$ cat config.mk
export PLATFORM = sky130hd
export DESIGN_NAME = alarm_irq_ctrl
export DESIGN_NICKNAME = d
export VERILOG_FILES = /design/src/rtl/alarm_irq_pkg.sv /design/src/rtl/alarm_bus_regs.sv /design/src/rtl/level_change_det.sv /design/src/rtl/es_sticky_bits.sv /design/src/rtl/irq_reg.sv /design/src/rtl/alarm_irq_ctrl.sv
export SDC_FILE = /design/constraint.sdc
export NUM_CORES = 1
export LEC_CHECK = 0
export ABC_AREA = 1
export BUFFER_PORTS_ARGS = -buffer_cell sky130_fd_sc_hd__buf_4
export CORE_MARGIN = 2
export CORE_UTILIZATION = 50
export DETAILED_ROUTE_END_ITERATION = 16
export PLACE_DENSITY = 0.77
export SYNTH_ARGS = -nofsm -noshare
export SYNTH_HDL_FRONTEND = slang
export SYNTH_SLANG_ARGS = --single-unit
export TNS_END_PERCENT = 1
$ cat constraint.sdc
create_clock -name clk -period 1.2 [get_ports clk]
set_input_delay 0.24 -clock clk [delete_from_list [all_inputs] [get_ports clk]]
set_output_delay 0.24 -clock clk [all_outputs]
set_load 0.02 [all_outputs]
$ cat src/rtl/alarm_irq_pkg.sv
package alarm_irq_pkg;
    localparam int REG_W      = 8;
    localparam int N_LVL      = 5;
    localparam int N_EVT      = 2;
    localparam int RSV_BIT    = 4;
    localparam int EVT_BASE   = 6;
    localparam logic [5:0] SEL_CLRMASK = 6'b010011;
    localparam logic [5:0] SEL_STATUS  = 6'b010100;

    // Status/mask bit position of level alarm i (skips the reserved bit)
    function automatic int lvl_pos(input int i);
        return (i < RSV_BIT) ? i : i + 1;
    endfunction
endpackage

$ cat src/rtl/alarm_bus_regs.sv
// alarm_bus_regs: address decode, clear/mask register and read mux.
// Assumes single-cycle strobes; address bits 7 and 0 are ignored.
// Outputs clear strobes (write data gated by a clear/mask write).
module alarm_bus_regs #(
    parameter int         DW       = 8,
    parameter logic [5:0] CLR_SEL  = 6'b010011,
    parameter logic [5:0] STAT_SEL = 6'b010100
) (
    input  logic          clk,
    input  logic          rst_n,
    input  logic [7:0]    addr,
    input  logic [DW-1:0] wdata,
    input  logic          wr,
    input  logic          rd,
    input  logic [DW-1:0] stat,
    output logic [DW-1:0] mask_q,
    output logic [DW-1:0] clr_stb,
    output logic          stat_rd,
    output logic [DW-1:0] rdata
);
    logic hit_clr;
    logic hit_stat;

    // Decode the six significant address bits
    always_comb begin
        hit_clr  = (addr[6:1] == CLR_SEL);
        hit_stat = (addr[6:1] == STAT_SEL);
    end

    // Clear strobes and status-read strobe toward the status logic
    always_comb begin
        clr_stb = (wr && hit_clr) ? wdata : '0;
        stat_rd = rd && hit_stat;
    end

    // Clear/mask register storage, all masked at reset
    always_ff @(posedge clk) begin
        if (!rst_n)
            mask_q <= '1;
        else if (wr && hit_clr)
            mask_q <= wdata;
    end

    // Read data selection
    always_comb begin
        if (hit_clr)
            rdata = mask_q;
        else if (hit_stat)
            rdata = stat;
        else
            rdata = '0;
    end
endmodule

$ cat src/rtl/level_change_det.sv
// level_change_det: per-alarm synchronizer, reference level and
// transition latch. Assumes SYNC >= 2. During reset the synchronizer
// and the reference both load the raw input, so a steady input
// reports nothing after reset.
module level_change_det #(
    parameter int N    = 5,
    parameter int SYNC = 2
) (
    input  logic         clk,
    input  logic         rst_n,
    input  logic [N-1:0] lvl_in,
    input  logic [N-1:0] clr,
    output logic [N-1:0] chg
);
    for (genvar g = 0; g < N; g++) begin : g_lvl
        logic [SYNC-1:0] sh;
        logic            ref_lvl;
        logic            chg_q;

        // Synchronize, track reference, latch departure from reference
        always_ff @(posedge clk) begin
            if (!rst_n) begin
                sh      <= {SYNC{lvl_in[g]}};
                ref_lvl <= lvl_in[g];
                chg_q   <= 1'b0;
            end else begin
                sh <= {sh[SYNC-2:0], lvl_in[g]};
                if (clr[g]) begin
                    ref_lvl <= sh[SYNC-1];
                    chg_q   <= 1'b0;
                end else if (sh[SYNC-1] != ref_lvl) begin
                    chg_q   <= 1'b1;
                end
            end
        end

        assign chg[g] = chg_q;
    end
endmodule

$ cat src/rtl/es_sticky_bits.sv
// es_sticky_bits: sticky flags for pulse-type elastic store events.
// Assumes event pulses are synchronous to clk. A new event beats any
// clear in the same cycle.
module es_sticky_bits #(
    parameter int N = 2
) (
    input  logic         clk,
    input  logic         rst_n,
    input  logic [N-1:0] evt,
    input  logic [N-1:0] clr,
    input  logic         rd_clr,
    output logic [N-1:0] sticky
);
    // Set on event, otherwise clear on status read or clear write
    always_ff @(posedge clk) begin
        if (!rst_n) begin
            sticky <= '0;
        end else begin
            for (int i = 0; i < N; i++) begin
                if (evt[i])
                    sticky[i] <= 1'b1;
                else if (rd_clr || clr[i])
                    sticky[i] <= 1'b0;
            end
        end
    end
endmodule

$ cat src/rtl/irq_reg.sv
// irq_reg: registered OR of unmasked status bits. Active high.
module irq_reg #(
    parameter int DW = 8
) (
    input  logic          clk,
    input  logic          rst_n,
    input  logic [DW-1:0] stat,
    input  logic [DW-1:0] mask,
    output logic          irq
);
    // Register the interrupt request
    always_ff @(posedge clk) begin
        if (!rst_n)
            irq <= 1'b0;
        else
            irq <= |(stat & ~mask);
    end
endmodule

$ cat src/rtl/alarm_irq_ctrl.sv
// alarm_irq_ctrl: line alarm interrupt and status controller (top).
// Assumes all inputs except lvl_alarm are synchronous to clk.
module alarm_irq_ctrl
    import alarm_irq_pkg::*;
#(
    parameter int SYNC = 2
) (
    input  logic             clk,
    input  logic             rst_n,
    input  logic [7:0]       bus_addr,
    input  logic [REG_W-1:0] bus_wdata,
    input  logic             bus_wr,
    input  logic             bus_rd,
    output logic [REG_W-1:0] bus_rdata,
    input  logic [N_LVL-1:0] lvl_alarm,
    input  logic             es_ovf,
    input  logic             es_unf,
    output logic             irq
);
    logic [REG_W-1:0] mask_q;
    logic [REG_W-1:0] clr_stb;
    logic [REG_W-1:0] stat_vec;
    logic             stat_rd;
    logic [N_LVL-1:0] lvl_clr;
    logic [N_LVL-1:0] lvl_chg;
    logic [N_EVT-1:0] es_flag;

    alarm_bus_regs #(
        .DW(REG_W), .CLR_SEL(SEL_CLRMASK), .STAT_SEL(SEL_STATUS)
    ) u_regs (
        .clk(clk), .rst_n(rst_n), .addr(bus_addr), .wdata(bus_wdata),
        .wr(bus_wr), .rd(bus_rd), .stat(stat_vec), .mask_q(mask_q),
        .clr_stb(clr_stb), .stat_rd(stat_rd), .rdata(bus_rdata)
    );

    // Route clear strobes to level alarm positions
    always_comb begin
        for (int i = 0; i < N_LVL; i++)
            lvl_clr[i] = clr_stb[lvl_pos(i)];
    end

    level_change_det #(.N(N_LVL), .SYNC(SYNC)) u_lvl (
        .clk(clk), .rst_n(rst_n), .lvl_in(lvl_alarm),
        .clr(lvl_clr), .chg(lvl_chg)
    );

    es_sticky_bits #(.N(N_EVT)) u_es (
        .clk(clk), .rst_n(rst_n), .evt({es_unf, es_ovf}),
        .clr(clr_stb[EVT_BASE +: N_EVT]), .rd_clr(stat_rd),
        .sticky(es_flag)
    );

    // Assemble the status view; the reserved bit stays 0
    always_comb begin
        stat_vec = '0;
        for (int i = 0; i < N_LVL; i++)
            stat_vec[lvl_pos(i)] = lvl_chg[i];
        stat_vec[EVT_BASE +: N_EVT] = es_flag;
    end

    irq_reg #(.DW(REG_W)) u_irq (
        .clk(clk), .rst_n(rst_n), .stat(stat_vec), .mask(mask_q), .irq(irq)
    );
endmodule

==> metrics.md, run 1 <==
| Metric | Value |
|---|---|
| Min Hold Slack | `~130 ps` |
| CP Launch Type | `flop` |
| Area share of the largest cell type after synthesis | `approximately two fifths` |
| Nets | `~230` |
| Worst R2R Path Depth | `4` |
| Sink Count | `31` |
| Drt drc | `0` |
| Failing checks | `negative setup slack` |
| Pwr/cell area | `roughly 1100 mW/mm^2` |
| Final Instance Count excl. Fillers | `around 230` |
| Total Wirelength | `2984 um` |
| Met3 wire length | `around 220 um` |
| Wire length per cell | `12.86 um` |
| Slew Limit Fails | `0` |
| Main combinational cell family by area after synthesis | `compound AO/OA/AOI/OAI gates` |
| Multiplexer share of the synthesized area | `0%` |
| Synth Warn # | `0` |
| DR iter-0 viols | `38` |
| Mapped Area | `roughly 0.0013 mm^2` |
| Cell family with most CP delay | `flip-flops` |
| Yosys top cell by area | `dfxtp_1` |
| Hpwl dp | `2025 um` |
| DP Cell Count | `219` |
| Number of synthesized flops with an enable pin | `5` |
| Final worst-path cycle share | `107.5%` |
| Ys async rst share | `0%` |
| Root Buffer | `clkbuf_4` |
| PortBufs | `33` |
| Stages on worst setup path | `3` |
| First-pass GRT wire length | `roughly 4400 um` |
| DIE WIDTH | `between 50 and 60 um` |
| Fin worst setup slack | `-89.57 ps` |
| Largest regs | `u_lvl.g_lvl.sh: 10 flops, u_regs.mask_q: 8 flops` |
| Worst Setup Path Type | `flop to output port` |
| Worst skew pair latency | `around 330 ps` |
| Outcome | `complete, but fails checks` |
| Ranking of synthesized cells by area | `dfxtp_1 (41%), edfxtp_1 (12%), nand2_1 (10%), inv_1 (8.3%), o21ai_2 (6.9%)` |
| Worst reg2reg setup slack | `~370 ps` |
| Switching power | `~0.52 mW` |
| # diodes | `0` |
| Final Power | `between 2 and 2.5 mW` |
| I/O pins | `36` |
| Chip Height | `between 50 and 60 um` |
| Yosys reg bits | `31` |
| Vias in the first global route | `about 1.1k` |
| Routed Antenna Nets | `0` |
| Average size of a mapped cell | `8.441 um^2` |
| Seq/Total Area, Yosys | `around 53%` |
| Clk buf depth | `2` |
| Leading register cell type out of synthesis | `dfxtp_1` |
| Logic pwr share | `14.4%` |
| H-tree levels | `2` |
| Worst Tran Pin Value | `about 280 ps` |
| Area growth syn-to-layout | `43.38%` |
| Layout cell share with drive strength beyond 1 | `between 40% and 50%` |
| Sw Share | `25.60%` |
| Minimum clock period after layout | `approximately 1300 ps` |
| Maximum Capacitance Violations | `0` |
| Lkg Pwr | `around 0.92 nW` |
| Final Hold Viols | `0` |
| Peak VDD IR | `slightly above 0.0009 V` |
| CTS tree | `yes` |
| GRT Total Usage | `a little over a fifth` |
| CP Capture Type | `output port` |
| Clock power share | `approximately 28%` |
| Slew headroom | `~80%` |
| CTS buffer count | `5` |
| M1 WL | `roughly 1200 um` |
| Vias per std cell | `roughly 5.1` |
| Post-route cell area | `approximately 0.0018 mm^2` |
| DR WL met2 | `about 1500 um` |
| Reg power frac | `a little under three fifths` |
| Crit path largest cell delay | `between 300 and 400 ps` |
| Fin Setup TNS | `-465.2 ps` |
| Slowest cell on the critical path | `dfxtp_2` |
| Core Box Area | `0.002432 mm^2` |
| Highest metal used | `met4` |
| Number of antenna violations at the first check in global routing | `0` |
| Clock slew at reported path FFs | `90 ps` |
| Crit path max fanout | `2` |
| Reg with most FFs | `u_lvl.g_lvl.sh` |
| Die area | `0.002951 mm^2` |
| Min-Delay Path Class | `input port to flop` |
| Highest clock rate | `775.4 MHz` |
| Initial Util | `between 50% and 60%` |
| Synth top cells by count | `nand2_1 (35), inv_1 (28), dfxtp_1 (26)` |
| Post-Synth XOR/XNOR Area | `about 3.5%` |
| Buf/Inv on CP | `2` |
| Final Skew | `2.684 ps` |
| Placed inst area | `roughly 0.0016 mm^2` |
| RSZ-0062 raised after global routing | `true` |
| Rows | `18` |
| Post-Synth Simple-Gate Area | `15.91%` |
| Unique masters post-synth | `19` |
| Vias | `around 1.2k` |
| Compound-Gate Fraction of Synth Area | `16.70%` |
| Largest net degree at the start of global routing | `13` |
| Most common cell in the netlist | `nand2_1` |
| Int Power | `1.501 mW` |
| Cells after Synth | `150` |
| Number of flip-flops in the largest register | `10` |
| GR Overflow Total | `0` |
| Post-Synth Adder-Cell Area | `0%` |
| Final setup vio count | `7` |
| Syn nets | `approximately 180` |
| Post-CTS Setup Bufs | `0` |
| RePlAce Congestion | `~0.76` |
| WP data required | `about 960 ps` |
| Pre-Repair DR Iteration Count | `5` |
| Critical path, cell by cell | `inv_2 -> o22ai_2 -> buf_6` |
| Worst Path Arrival | `about 1100 ps` |
| Hold depth | `3` |
power by group through the flow:
stage,sequential (mW),clock (mW),combinational (mW)
finish,1.15,0.572,0.291
global route,1.16,0.634,0.321
CTS,1.15,0.580,0.273
detailed placement,1.17,0,0.253
global placement,1.17,0,0.241
floorplan,1.17,0,0.137
layout by cell type, fill, tap and decap left out, types with 3 or more instances in the layout:
master / n
nand3_1: 4
o21ai_2: 11
inv_1: 20
inv_2: 13
dfxtp_1: 17
xnor2_1: 5
nand2_1: 31
clkbuf_4: 5
a21oi_1: 8
o22ai_2: 6
dlygate4sd3_1: 5
buf_4: 32
edfxtp_1: 5
nor2_1: 3
buf_6: 9
dfxtp_2: 9
o22ai_1: 3
final timing paths:
check,startpoint,end
worst min register to register,u_lvl.g_lvl[2].sh[0]$_DFF_P_,u_lvl.g_lvl[2].sh[1]$_DFF_P_
worst min-delay path,bus_wdata[4],u_regs.mask_q[4]$_SDFFE_PN1N_
worst max-delay path,u_regs.mask_q[1]$_SDFFE_PN1N_,bus_rdata[1]
worst max register to register,u_es.sticky[0]$_SDFFE_PN0P_,u_irq.irq$_SDFF_PN0_
worst reg2reg max path, cell delays in order, from the launching register on:
cell and delay (ps):
dfxtp_2 350, inv_2 40, o22ai_1 180, nor2_1 60
a21oi_1 130
through the flow:
stage               worst slack [ps]  util (%)
floorplan                     -49.26         -
global route                  -134.7     74.64
global placement              -160.3     65.84
detailed placement            -195.7     65.84
CTS                           -70.62     71.76
finish                        -89.57     74.64
area by class of cell:
| class | count | area [um^2] |
|---|---|---|
| Clock buffer | 7 | 45.04 |
| Clock inverter | 1 | 5.005 |
| Fill cell | 162 | 616.8 |
| Inverter | 34 | 128.9 |
| Multi-Input combinational cell | 83 | 525.5 |
| Sequential cell | 31 | 681.9 |
| Tap cell | 30 | 37.54 |
| Timing Repair Buffer | 46 | 391.6 |
kinds of logic (layout without fill, tap and decap cells):
group,Yosys count,after routing
flip-flops,31,31
AND/OR/NAND/NOR,46,46
XOR/XNOR,5,5
buffers and inverters,36,88
AO/OA/AOI/OAI,32,32
layer usage:
layer	vias to the layer above	track usage, %
met5	-	0
met3	12	9.563
met2	48	34.74
met1	547	24.70
li1	576	-
met4	0	10.83
repair_timing:
action                     in CTS  in global routing
hold buffers                    0                  5
setup endpoints to repair       8                  8
pin swaps                       9                  3
hold endpoints to repair        0                  5
resized for setup              31                 10
No activity file was read; power rests on OpenSTA's default activity.
==> inputs of run 2 (changes only) <==
BUFFER_PORTS_ARGS = -buffer_cell sky130_fd_sc_hd__buf_2   (was -buffer_cell sky130_fd_sc_hd__buf_4)
==> metrics.md, run 2 (same netlist as run 1, synthesis figures left out) <==
| Metric | Value |
|---|---|
| # diodes | `0 (unchanged)` |
| Fin worst setup slack | `-115.7 ps (was -89.57 ps)` |
| GRT Total Usage | `23.34% (was 21.79%)` |
| DR iter-0 viols | `19 (was 38)` |
| WP data required | `960 ps (about the same)` |
| Initial Util | `52.06% (unchanged)` |
| Largest net degree at the start of global routing | `11 (was 13)` |
| Number of antenna violations at the first check in global routing | `0 (unchanged)` |
| Drt drc | `0 (unchanged)` |
| Worst Tran Pin Value | `292.7 ps (was 278.3 ps)` |
| GR Overflow Total | `0 (unchanged)` |
| Worst skew pair latency | `330 ps (about the same)` |
| Rows | `18 (unchanged)` |
| RSZ-0062 raised after global routing | `true (unchanged)` |
| Slew headroom | `80.46% (was 81.42%)` |
| RePlAce Congestion | `0.7745 (was 0.7563)` |
| Final Instance Count excl. Fillers | `231 (was 232)` |
| Reg with most FFs | `u_lvl.g_lvl.sh (unchanged)` |
| Failing checks | `negative setup slack (unchanged)` |
| Vias in the first global route | `1100 (was 1062)` |
| Most frequent cells in the layout | `nand2_1 (30), buf_2 (21), dfxtp_1 (17) (was buf_4 (32), nand2_1 (31), inv_1 (20))` |
| Vias | `1183 (unchanged)` |
| First-pass GRT wire length | `4754 um (was 4429 um)` |
| Slew Limit Fails | `0 (unchanged)` |
| Final Power | `2.006 mW (was 2.017 mW)` |
| Number of flip-flops in the largest register | `10 (unchanged)` |
| Sink Count | `31 (unchanged)` |
| Final Hold Viols | `0 (unchanged)` |
| Min-Delay Path Class | `input port to flop (unchanged)` |
| CP Capture Type | `output port (unchanged)` |
| Worst reg2reg path startpoint | `u_regs.mask_q[6]$_SDFFE_PN1N_ (was u_es.sticky[0]$_SDFFE_PN0P_)` |
| Final Skew | `10.04 ps (was 2.684 ps)` |
| Die area | `0.002951 mm^2 (unchanged)` |
| Min Hold Slack | `20.82 ps (was 128.5 ps)` |
| M3 GR Usage | `5.191% (was 9.563%)` |
| Vias per std cell | `5.121 (was 5.099)` |
| Peak VDD IR | `0.001025 V (was 0.0009106 V)` |
| Nets | `227 (was 228)` |
| Grt met2 use | `38.76% (was 34.74%)` |
| PortBufs | `33 (unchanged)` |
| Commonest non-fill, non-tap cell in the layout | `nand2_1 (was buf_4)` |
| Worst Setup Path Type | `input port to output port (was flop to output port)` |
| Pwr/cell area | `1113 mW/mm^2 (was 1111 mW/mm^2)` |
| Highest clock rate | `760.0 MHz (was 775.4 MHz)` |
| DIE WIDTH | `54.33 um (unchanged)` |
| Clk buf depth | `2 (unchanged)` |
| Core Util, Final | `74.07% (was 74.64%)` |
| Layer with the highest usage | `met2 (unchanged)` |
| Outcome | `complete, but fails checks (unchanged)` |
| Final setup vio count | `8 (was 7)` |
| Root Buffer | `clkbuf_4 (unchanged)` |
| CP Launch Type | `input port (was flop)` |
| Routed Antenna Nets | `0 (unchanged)` |
| Maximum Capacitance Violations | `0 (unchanged)` |
| Layout cell share with drive strength beyond 1 | `51.24% (was 46.53%)` |
| Area growth syn-to-layout | `42.29% (was 43.38%)` |
| Minimum clock period after layout | `1316 ps (was 1290 ps)` |
| Pre-Repair DR Iteration Count | `4 (was 5)` |
| Final worst-path cycle share | `109.6% (was 107.5%)` |
| Critical path origin | `bus_addr[3] (was u_regs.mask_q[1]$_SDFFE_PN1N_)` |
| CTS buffer count | `5 (unchanged)` |
| DP Cell Count | `220 (was 219)` |
| H-tree levels | `2 (unchanged)` |
| Clock slew at reported path FFs | `90 ps (about the same)` |
| Hpwl dp | `1949 um (was 2025 um)` |
| Hold Crit Start | `lvl_alarm[4] (was bus_wdata[4])` |
| Largest regs | `u_lvl.g_lvl.sh: 10 flops, u_regs.mask_q: 8 flops (unchanged)` |
| CTS tree | `yes (unchanged)` |
| Total Wirelength | `3275 um (was 2984 um)` |
| Core Box Area | `0.002432 mm^2 (unchanged)` |
| Worst Path Arrival | `1080 ps (was 1050 ps)` |
| Lkg Pwr | `0.9033 nW (was 0.9204 nW)` |
| Chip Height | `54.33 um (unchanged)` |
| Wire length per cell | `14.18 um (was 12.86 um)` |
| Met1 Use GR | `26.86% (was 24.70%)` |
| I/O pins | `36 (unchanged)` |
| Crit path max fanout | `3 (was 2)` |
-- run 2: final timing paths --
check,endpoint,slack [ps],depth (start not counted)
worst max-delay path,bus_rdata[7],-120,8
worst min-delay path,u_lvl.g_lvl[4].sh[0]$_DFF_P_,20,1
worst max register to register,u_irq.irq$_SDFF_PN0_,300,4
worst min register to register,u_lvl.g_lvl[1].sh[1]$_DFF_P_,440,2
-- run 2: area by class of cell --
cell class	count	area, um^2
sequential	31	681.9
inverter	34	133.9
multi-input combinational	83	565.5
tap	30	37.54
fill	170	630.6
clock buffer	6	41.29
timing repair buffer	45	334.1
clock inverter	2	7.507
-- run 2: metrics by stage --
stage / instance area, um^2 / setup TNS, ps / setup slack, ps
floorplan: 1266 / -295.6 / -49.26
global placement: 1526 / -2298 / -162.1
detailed placement: 1526 / -4027 / -220.2
CTS: 1694 / -631.8 / -95.91
global route: 1802 / -917.4 / -147.5
finish: 1802 / -714.0 / -115.7
-- run 2: worst max-delay path, cell delays in order --
cell	delay (ps)
buf_8	100
inv_4	50
nand2_4	50
nor2_4	140
buf_6	130
nand3_1	110
o21ai_2	110
buf_6	140
-- run 2: routing by layer --
layer,wire length (um),vias up
met5,0,-
met4,106,0
met3,179,11
met2,1647,40
met1,1341,554
li1,-,578
-- run 2: power by group --
| group | switching (mW) | internal, mW | total (mW) |
|---|---|---|---|
| Clock | 0.343 | 0.217 | 0.560 |
| Sequential | 0.0317 | 1.12 | 1.16 |
| Combinational | 0.157 | 0.134 | 0.291 |
| Total | 0.532 | 1.47 | 2.01 |
-- run 2: repair_timing --
action / CTS / global route
setup endpoints to repair: 8 / 8
buffers inserted: 0 / 3
gates resized for setup: 35 / 31
hold buffers: 0 / 0
pin swaps: 8 / 9
